[src/rtl/gpio_irq_pkg.sv]
package gpio_irq_pkg;
  localparam int MODE_W = 3;

  typedef enum logic [MODE_W-1:0] {
    TRIG_OFF  = 3'd0,
    TRIG_HIGH = 3'd1,
    TRIG_LOW  = 3'd2,
    TRIG_SET  = 3'd3,
    TRIG_RISE = 3'd4,
    TRIG_FALL = 3'd5,
    TRIG_BOTH = 3'd6,
    TRIG_RSVD = 3'd7
  } trig_mode_e;

  typedef logic [1:0] reg_addr_t;

  localparam reg_addr_t REG_MODE  = 2'd0;
  localparam reg_addr_t REG_MASK  = 2'd1;
  localparam reg_addr_t REG_PEND  = 2'd2;
  localparam reg_addr_t REG_MSTAT = 2'd3;
endpackage

[src/rtl/gpio_pin_sync.sv]
module gpio_pin_sync #(
  parameter int NPINS = 8
) (
  input  logic             clk_i,
  input  logic             rst_i,
  input  logic [NPINS-1:0] pin_i,
  output logic [NPINS-1:0] cur_o,
  output logic [NPINS-1:0] prev_o
);
  logic [NPINS-1:0] stage1_q;
  logic [NPINS-1:0] stage2_q;
  logic [NPINS-1:0] prev_q;

  always_ff @(posedge clk_i) begin
    if (rst_i) begin
      stage1_q <= '0;
      stage2_q <= '0;
      prev_q   <= '0;
    end else begin
      stage1_q <= pin_i;
      stage2_q <= stage1_q;
      prev_q   <= stage2_q;
    end
  end

  assign cur_o  = stage2_q;
  assign prev_o = prev_q;
endmodule

[src/rtl/gpio_trig_detect.sv]
module gpio_trig_detect
  import gpio_irq_pkg::*;
#(
  parameter int NPINS = 8,
  localparam int MODE_BITS = NPINS * MODE_W
) (
  input  logic                 clk_i,
  input  logic                 rst_i,
  input  logic [MODE_BITS-1:0] mode_i,
  input  logic [NPINS-1:0]     cur_i,
  input  logic [NPINS-1:0]     prev_i,
  output logic [NPINS-1:0]     trig_o
);
  for (genvar g = 0; g < NPINS; g++) begin : g_pin
    trig_mode_e sel;
    assign sel = trig_mode_e'(mode_i[g*MODE_W +: MODE_W]);

    always_comb begin
      case (sel)
        TRIG_HIGH: trig_o[g] = cur_i[g];
        TRIG_LOW:  trig_o[g] = ~cur_i[g];
        TRIG_SET:  trig_o[g] = 1'b1;
        TRIG_RISE: trig_o[g] = cur_i[g] & ~prev_i[g];
        TRIG_FALL: trig_o[g] = ~cur_i[g] & prev_i[g];
        TRIG_BOTH: trig_o[g] = cur_i[g] ^ prev_i[g];
        default:   trig_o[g] = 1'b0;
      endcase
    end


    rise_edge_chk: assert property (@(posedge clk_i) disable iff (rst_i)
      (sel == TRIG_RISE && trig_o[g]) |-> (cur_i[g] && !$past(cur_i[g])));


    fall_edge_chk: assert property (@(posedge clk_i) disable iff (rst_i)
      (sel == TRIG_FALL && trig_o[g]) |-> (!cur_i[g] && $past(cur_i[g])));
  end
endmodule

[src/rtl/gpio_irq_regs.sv]
module gpio_irq_regs
  import gpio_irq_pkg::*;
#(
  parameter int NPINS  = 8,
  parameter int DATA_W = 32,
  localparam int MODE_BITS = NPINS * MODE_W
) (
  input  logic                 clk_i,
  input  logic                 rst_i,
  input  logic                 wr_en_i,
  input  reg_addr_t            wr_addr_i,
  input  logic [DATA_W-1:0]    wr_data_i,
  input  reg_addr_t            rd_addr_i,
  input  logic [NPINS-1:0]     trig_i,
  output logic [DATA_W-1:0]    rd_data_o,
  output logic [MODE_BITS-1:0] mode_o,
  output logic [NPINS-1:0]     mask_o,
  output logic [NPINS-1:0]     pend_o
);
  logic [MODE_BITS-1:0] mode_q;
  logic [NPINS-1:0]     mask_q;
  logic [NPINS-1:0]     pend_q;
  logic [NPINS-1:0]     ack_vec;
  logic                 unused_hi;

  assign unused_hi = ^wr_data_i;

  assign ack_vec = (wr_en_i && wr_addr_i == REG_PEND) ? wr_data_i[NPINS-1:0] : '0;

  always_ff @(posedge clk_i) begin
    if (rst_i) begin
      mode_q <= '0;
      mask_q <= '0;
      pend_q <= '0;
    end else begin
      if (wr_en_i && wr_addr_i == REG_MODE) mode_q <= wr_data_i[MODE_BITS-1:0];
      if (wr_en_i && wr_addr_i == REG_MASK) mask_q <= wr_data_i[NPINS-1:0];
      pend_q <= (pend_q & ~ack_vec) | trig_i;
    end
  end

  always_comb begin
    rd_data_o = '0;
    case (rd_addr_i)
      REG_MODE:  rd_data_o = DATA_W'(mode_q);
      REG_MASK:  rd_data_o = DATA_W'(mask_q);
      REG_PEND:  rd_data_o = DATA_W'(pend_q);
      default:   rd_data_o = DATA_W'(pend_q & mask_q);
    endcase
  end

  assign mode_o = mode_q;
  assign mask_o = mask_q;
  assign pend_o = pend_q;


  ack_clear_chk: assert property (@(posedge clk_i) disable iff (rst_i)
    (|(ack_vec & ~trig_i)) |=> ((pend_q & $past(ack_vec & ~trig_i)) == '0));


  trig_wins_chk: assert property (@(posedge clk_i) disable iff (rst_i)
    (|trig_i) |=> ((pend_q & $past(trig_i)) == $past(trig_i)));


  pend_sticky_chk: assert property (@(posedge clk_i) disable iff (rst_i)
    (|(pend_q & ~ack_vec)) |=> ((pend_q & $past(pend_q & ~ack_vec)) == $past(pend_q & ~ack_vec)));


  mask_keeps_mode_chk: assert property (@(posedge clk_i) disable iff (rst_i)
    (wr_en_i && wr_addr_i == REG_MASK) |=> $stable(mode_q));
endmodule

[src/rtl/gpio_irq_unit.sv]
module gpio_irq_unit
  import gpio_irq_pkg::*;
#(
  parameter int NPINS  = 8,
  parameter int DATA_W = 32
) (
  input  logic              clk_i,
  input  logic              rst_i,
  input  logic [NPINS-1:0]  pin_i,
  input  logic              wr_en_i,
  input  logic [1:0]        wr_addr_i,
  input  logic [DATA_W-1:0] wr_data_i,
  input  logic [1:0]        rd_addr_i,
  output logic [DATA_W-1:0] rd_data_o,
  output logic              irq_o
);
  localparam int MODE_BITS = NPINS * MODE_W;

  logic [NPINS-1:0]     cur_w;
  logic [NPINS-1:0]     prev_w;
  logic [NPINS-1:0]     trig_w;
  logic [MODE_BITS-1:0] mode_w;
  logic [NPINS-1:0]     mask_w;
  logic [NPINS-1:0]     pend_w;
  logic                 irq_q;

  gpio_pin_sync #(.NPINS(NPINS)) i_sync (
    .clk_i  (clk_i),
    .rst_i  (rst_i),
    .pin_i  (pin_i),
    .cur_o  (cur_w),
    .prev_o (prev_w)
  );

  gpio_trig_detect #(.NPINS(NPINS)) i_detect (
    .clk_i  (clk_i),
    .rst_i  (rst_i),
    .mode_i (mode_w),
    .cur_i  (cur_w),
    .prev_i (prev_w),
    .trig_o (trig_w)
  );

  gpio_irq_regs #(.NPINS(NPINS), .DATA_W(DATA_W)) i_regs (
    .clk_i     (clk_i),
    .rst_i     (rst_i),
    .wr_en_i   (wr_en_i),
    .wr_addr_i (wr_addr_i),
    .wr_data_i (wr_data_i),
    .rd_addr_i (rd_addr_i),
    .trig_i    (trig_w),
    .rd_data_o (rd_data_o),
    .mode_o    (mode_w),
    .mask_o    (mask_w),
    .pend_o    (pend_w)
  );

  always_ff @(posedge clk_i) begin
    if (rst_i) irq_q <= 1'b0;
    else       irq_q <= |(pend_w & mask_w);
  end

  assign irq_o = irq_q;


  irq_track_chk: assert property (@(posedge clk_i) disable iff (rst_i)
    1'b1 |=> (irq_o == $past(|(pend_w & mask_w))));


  irq_quiet_chk: assert property (@(posedge clk_i) disable iff (rst_i)
    (mask_w == '0) |=> !irq_o);
endmodule

[config.mk]
export PLATFORM = sky130hd
export DESIGN_NAME = gpio_irq_unit
export DESIGN_NICKNAME = d
export VERILOG_FILES = /design/src/rtl/gpio_irq_pkg.sv /design/src/rtl/gpio_pin_sync.sv /design/src/rtl/gpio_trig_detect.sv /design/src/rtl/gpio_irq_regs.sv /design/src/rtl/gpio_irq_unit.sv
export SDC_FILE = /design/constraint.sdc
export NUM_CORES = 1
export LEC_CHECK = 0
export CELL_PAD_IN_SITES_DETAIL_PLACEMENT = 0
export CELL_PAD_IN_SITES_GLOBAL_PLACEMENT = 1
export CORE_MARGIN = 5
export CORE_UTILIZATION = 39
export CTS_CLUSTER_DIAMETER = 200
export DETAILED_ROUTE_END_ITERATION = 6
export HOLD_SLACK_MARGIN = 0.15
export PLACE_DENSITY = 0.92
export SLEW_MARGIN = 20
export SYNTH_ARGS = -nofsm -noshare
export SYNTH_HDL_FRONTEND = slang
export SYNTH_HIERARCHICAL = 1
export SYNTH_SLANG_ARGS = --single-unit
[constraint.sdc]
create_clock -name clk_i -period 1.9 [get_ports clk_i]
set_input_delay 0.285 -clock clk_i [delete_from_list [all_inputs] [get_ports clk_i]]
set_output_delay 0.285 -clock clk_i [all_outputs]
set_load 0.01 [all_outputs]
==> results of run 1 <==
==> final cells by class <==
| cell class | instances | share of cell area [%] |
|---|---|---|
| repair buffers | 72 | 16.2 |
| clock inverters | 3 | 0.881 |
| clock buffers | 12 | 3.42 |
| multi-input cells | 233 | 44.5 |
| inverters | 40 | 3.30 |
| well taps | 111 | 3.06 |
| flip-flops and latches | 65 | 28.6 |
==> how the worst max path moves through the flow <==
stage | to | slack [ns] | depth (start not counted)
after detailed placement | rd_data_o[6] | -0.34 | 5
after CTS | rd_data_o[3] | 0.01 | 5
final | rd_data_o[10] | 0.05 | 6
after global placement | rd_data_o[6] | -0.33 | 5
after global routing | rd_data_o[22] | 0.001 | 6
after floorplan | i_regs/pend_o[4] | 0.50 | 6
==> state kept, by name, indices dropped and copies added, names as in the netlist <==
register,flops
i_sync/prev_o,8
i_sync/stage1_q,8
i_regs/mask_o,8
irq_o,1
i_regs/pend_o,8
i_regs/mode_o,24
i_sync/cur_o,8
==> cell usage after synthesis, drive strengths merged <==
master	number
buf	21
a22oi	4
nor2	9
conb	1
nand2b	64
inv	40
o32ai	8
dfxtp	65
and2b	4
nor3b	1
a41oi	1
ha	16
a22o	8
mux2i	32
a21oi	8
a221oi	8
clkbuf	6
mux2	8
and2	16
a311oi	8
nor2b	20
nand3b	1
and3b	1
nor3	8
==> power by group <==
part / switching (mW) / internal [mW]
clock network: 0.490 / 0.667
registers: 0.0492 / 1.41
logic: 0.167 / 0.230
total: 0.707 / 2.31
==> logic make-up after synthesis <==
kind of cell / Yosys count / synth area share (%)
multiplexers: 40 / 12.1
buffers and inverters: 67 / 10.1
AO/OA/AOI/OAI: 45 / 13.7
adder cells (fa/ha/maj): 16 / 5.50
other: 1 / 0.103
flip-flops: 65 / 35.7
AND/OR/NAND/NOR: 124 / 22.8
==> what timing repair did <==
action / in CTS / in global routing
setup endpoints to repair: 24 / 20
cloned: 0 / 1
resized for setup: 26 / 7
hold buffers: 0 / 0
==> critical path: stages <==
cell and delay (ns):
clkdlybuf4s50_1 0.50, buf_12 0.16, nor2_4 0.04, buf_12 0.14, and2_1 0.16, dlygate4sd2_1 0.28
==> through the flow <==
| stage | setup TNS [ns] | std cells |
|---|---|---|
| after floorplan | 0 | 365 |
| after detailed placement | -5.69 | 520 |
| after global routing | 0 | 536 |
| final | 0 | 536 |
| after global placement | -5.54 | 520 |
| after CTS | 0 | 535 |
==> routing by layer <==
layer  routed length, um  vias up  part of all wire [%]
li1                    -     1308                     -
met1                3350     1240                    45
met2                3610       47                    49
met3                 300        9                   4.1
met4                 141        0                   1.9
met5                   0        -                     0
==> metrics.csv, run 1 <==
metric;value;unit
r2r-start;i_sync/cur_o[7];
numCtsBuffers;9;
drt_wl_total;7.40;mm
whs;0.419;ns
antenna_found_initial;0;
cap_violations;0;
coreArea;9150;sq um
placedInstanceArea;4350;sq um
avgSynthCellArea;10.2;sq um
grt_util_all_layers;13.1;%
critical_path_peak_fanout;17;
min-delay-start;rst_i;
finalCriticalPeriod;1.85;ns
drt-initial-drc-count;89;
fin_area;4540;sq um
multiInputGateArea;2020;sq um
slew_viol_final;0;
final.fill_count;861;
whs_endpoint;i_sync/cur_o[4];
synth_cell_types;30;
yosysWarnings;6;
nNetsFinal;484;
total_power;3.01;mW
synth_top_cell_by_area;dfxtp_1;
worstSetupPathType;in -> out;
syn_area;3640;sq um
tritoncts;done;
min_period_over_period;97.5;%
synth_area_leaders;dfxtp_1 36%, nand2b_1 10%, mux2i_1 8.8%;
layout-drive-gt1-share;18.8;%
crit_start;rd_addr_i[0];
reg2reg_depth;6;
met2_usage;21.9;%
port_buffers;63;
clock.fmax;540;MHz
vias;2604;
grt_util_met3;2.71;%
seq_area;1300;sq um
setup_viol;0;
grt_first_pass_wirelength;12.0;mm
start_kind;input port;
area_growth;24.7;%
finClkSkew;0.00615;ns
layout_common_cells;65 x dfxtp_1, 60 x nand2b_1, 40 x inv_1;
cts.sinks;65;
hold_viol_final;0;
grt_max_degree;90;
power_per_cell_area;664;nW/um^2
busiest_layer;met2;
die_width;107;um
start_util;39.8;%
h-tree-depth;3;
drtAntennaViolNets;0;
leakage;1.76;nW
status;complete, no violations;
fin_ws;0.0467;ns
first_global_vias;2640;
clkTransAtPathRegs;0.07;ns
cts_buffer_depth;2;
rsz0062_at_grt;false;
cts_root_buf;clkbuf_8;
drc_errors;0;
grt_overflow_total;0;
hold_depth;3;
synth_top_area_share;35.7;%
io_pins;80;
cp.required;1.62;ns
die_h;107;um
layout_commonest_cell;dfxtp_1;
worstPathArrival;1.57;ns
die_area;11400;sq um
dr.pass1.iters;4;
ys_seq_area_share;35.7;%
fin_util;49.6;%
vdd_drop_max;338;uV
cts_setup_buffers;0;
rrSetupSlack;0.34;ns
place_ws;-0.342;ns
rr_endpoint;i_regs/pend_o[7];
dp_hpwl;5.28;mm
n_antenna_cell;0;
wl_per_cell;13.8;um
rows;35;
vias_per_cell;4.86;
hold_class;in -> reg;
clk_latency;0.33;ns
synth_seq_cells;65;
gp_congestion;0.759;
grt_use_met1;15.9;%
syn-instance-count;358;
crit_path_end_kind;output pin;
Power figures use the tool's default switching activity.
==> run 2: changes to the inputs <==
--- a/config.mk
+++ b/config.mk
@@ -7,12 +7,14 @@
 export LEC_CHECK = 0
 export CELL_PAD_IN_SITES_DETAIL_PLACEMENT = 0
 export CELL_PAD_IN_SITES_GLOBAL_PLACEMENT = 1
+export CORE_ASPECT_RATIO = 1.2
 export CORE_MARGIN = 5
 export CORE_UTILIZATION = 39
-export CTS_CLUSTER_DIAMETER = 200
+export CTS_CLUSTER_DIAMETER = 40
 export DETAILED_ROUTE_END_ITERATION = 6
 export HOLD_SLACK_MARGIN = 0.15
 export PLACE_DENSITY = 0.92
+export REMOVE_ABC_BUFFERS = 1
 export SLEW_MARGIN = 20
 export SYNTH_ARGS = -nofsm -noshare
 export SYNTH_HDL_FRONTEND = slang
==> run 2 against run 1 <==
Sequential cell count did not move. Clock-buffer cell count fell by 2. Power barely moved. First-iteration DRC count fell by 12%. Routed wire length fell by 1.8%. Clock skew fell by 0.00069 ns. Cell area rose by 0.50%. Setup slack improved by 0.0013 ns. Global-route usage rose by 0.28 points. Core utilization rose by 0.64 points.
==> metrics.csv, run 2 (synthesized netlist as in run 1, its figures left out) <==
metric;value;unit;change
clock.fmax;540;MHz;about the same
layout-drive-gt1-share;20.1;%;+1.3 points
layout_common_cells;65 x dfxtp_1, 60 x nand2b_1, 40 x inv_1;;
fin_ws;0.0480;ns;+0.00133 ns
tritoncts;done;;
n_antenna_cell;0;;unchanged
setup_viol;0;;unchanged
drtAntennaViolNets;0;;unchanged
swShare;24.6;%;+1.2 points
rr_endpoint;i_regs/pend_o[7];;
die_h;116;um;+8.6%
vias_per_cell;4.75;;-2.2%
worstPathArrival;1.57;ns;about the same
grt_max_degree;90;;unchanged
r2r-start;i_sync/cur_o[7];;
final.fill_count;883;;+2.6%
nNetsFinal;486;;+0.41%
p_clk_share;38.4;%;about the same
fin_area;4570;sq um;+0.50%
dp_hpwl;5.17;mm;-2.1%
seqPwrFrac;48.3;%;-0.2 points
start_util;40.1;%;+0.31 points
placedInstanceArea;4350;sq um;about the same
clkTransAtPathRegs;0.07;ns;about the same
hold_viol_final;0;;unchanged
grt_overflow_total;0;;unchanged
finalCriticalPeriod;1.85;ns;-0.00133 ns
hold_class;reg -> reg;;
start_kind;input port;;
gp_congestion;0.752;;-0.86%
cap_violations;0;;unchanged
leakage;1.74;nW;-1.2%
finalSetupTns;0;ns;unchanged
stdcell_count;548;;+2.2%
drc_errors;0;;unchanged
seq_area;1300;sq um;unchanged
rrSetupSlack;0.38;ns;+0.04 ns
finClkSkew;0.00547;ns;-0.000685 ns
area_growth;25.4;%;
clk_latency;0.33;ns;about the same
cp_slowest_cell;clkdlybuf4s50_1;;
drt-initial-drc-count;78;;-12%
cp-endpoint;rd_data_o[11];;
wl_per_cell;13.3;um;-4.0%
io_pins;80;;unchanged
total_power;3.02;mW;about the same
die_area;11400;sq um;about the same
cts_root_buf;clkbuf_8;;
reg2reg_depth;6;;unchanged
first_global_vias;2649;;+0.34%
dr.pass1.iters;4;;unchanged
whs;0.431;ns;+0.0127 ns
vias;2604;;unchanged
internal_power;2.27;mW;-1.5%
grt_util_all_layers;13.3;%;+0.28 points
antenna_found_initial;0;;unchanged
ctsHoldBuffers;0;;unchanged
fin_util;50.3;%;+0.64 points
cp.required;1.62;ns;about the same
place_ws;-0.323;ns;+0.0183 ns
power_per_cell_area;661;nW/um^2;-0.44%
combinationalPowerShare;13.2;%;about the same
drt_wl_total;7.27;mm;-1.8%
coreArea;9080;sq um;-0.78%
largest_register_ffs;24;;unchanged
cts.sinks;65;;unchanged
worstSetupPathType;in -> out;;
crit_path_end_kind;output pin;;
p_sw;0.743;mW;+5.2%
slowest_delay;0.47;ns;-0.03 ns
multiInputGateArea;2030;sq um;+0.62%
numCtsBuffers;9;;unchanged
port_buffers;63;;unchanged
path_cells;clkdlybuf4s50_1 > buf_4 > nor2_4 > buf_12 > and2_1 > dlygate4sd2_1;;
rows;38;;+8.6%
cts_buffer_depth;2;;unchanged
min_period_over_period;97.5;%;about the same
grt_first_pass_wirelength;12.2;mm;+1.6%
vdd_drop_max;291;uV;-14%
crit_start;rd_addr_i[1];;
critical_path_peak_fanout;8;;-9
slew_viol_final;0;;unchanged
layout_commonest_cell;dfxtp_1;;
die_width;98.2;um;-7.9%
status;complete, no violations;;
dp_cells;531;;+2.1%
rsz0062_at_grt;false;;
h-tree-depth;3;;unchanged
-- run 2: power by group through the flow --
stage / combinational, mW / sequential (mW) / clock [mW]
2_1_floorplan: 0.198 / 1.48 / 0
3_5_place_dp: 0.401 / 1.49 / 0
4_1_cts: 0.394 / 1.46 / 1.20
6_report: 0.399 / 1.46 / 1.16
3_3_place_gp: 0.392 / 1.49 / 0
5_1_grt: 0.438 / 1.47 / 1.27
-- run 2: layout make-up --
cell class | instances | share of cell area, %
clock buffers | 10 | 3.01
multi-input cells | 233 | 44.5
inverters | 40 | 3.29
repair buffers | 74 | 16.1
flip-flops and latches | 65 | 28.5
clock inverters | 6 | 1.26
well taps | 120 | 3.29
-- run 2: metal layers --
metal  track usage (%)  vias up  routed length, um
met2              22.5       54               3620
met5                 0        -                  0
met4              5.01        0                109
met3              4.46       10                375
li1                  -     1305                  -
met1              15.9     1235               3160
-- run 2: worst min-delay path by stage --
stage                     cells past startpoint               start          endpoint
final                                         1  i_sync/stage1_q[5]   i_sync/cur_o[5]
after global routing                          3               rst_i   i_sync/cur_o[3]
after CTS                                     3               rst_i  i_sync/prev_o[6]
after detailed placement                      1  i_sync/stage1_q[7]   i_sync/cur_o[7]
after global placement                        1  i_sync/stage1_q[7]   i_sync/cur_o[7]
after floorplan                               1               rst_i   i_sync/cur_o[0]
-- run 2: what timing repair did --
action,4_1_cts,5_1_grt
gates cloned,0,1
setup buffers,0,0
hold endpoints to repair,0,0
endpoints found under the setup margin,24,14
gates resized for setup,28,18
-- run 2: critical path: cells and delay by family --
kind	cells	cell delay, ns
buf+inv	4	1.06
simple gates	2	0.21
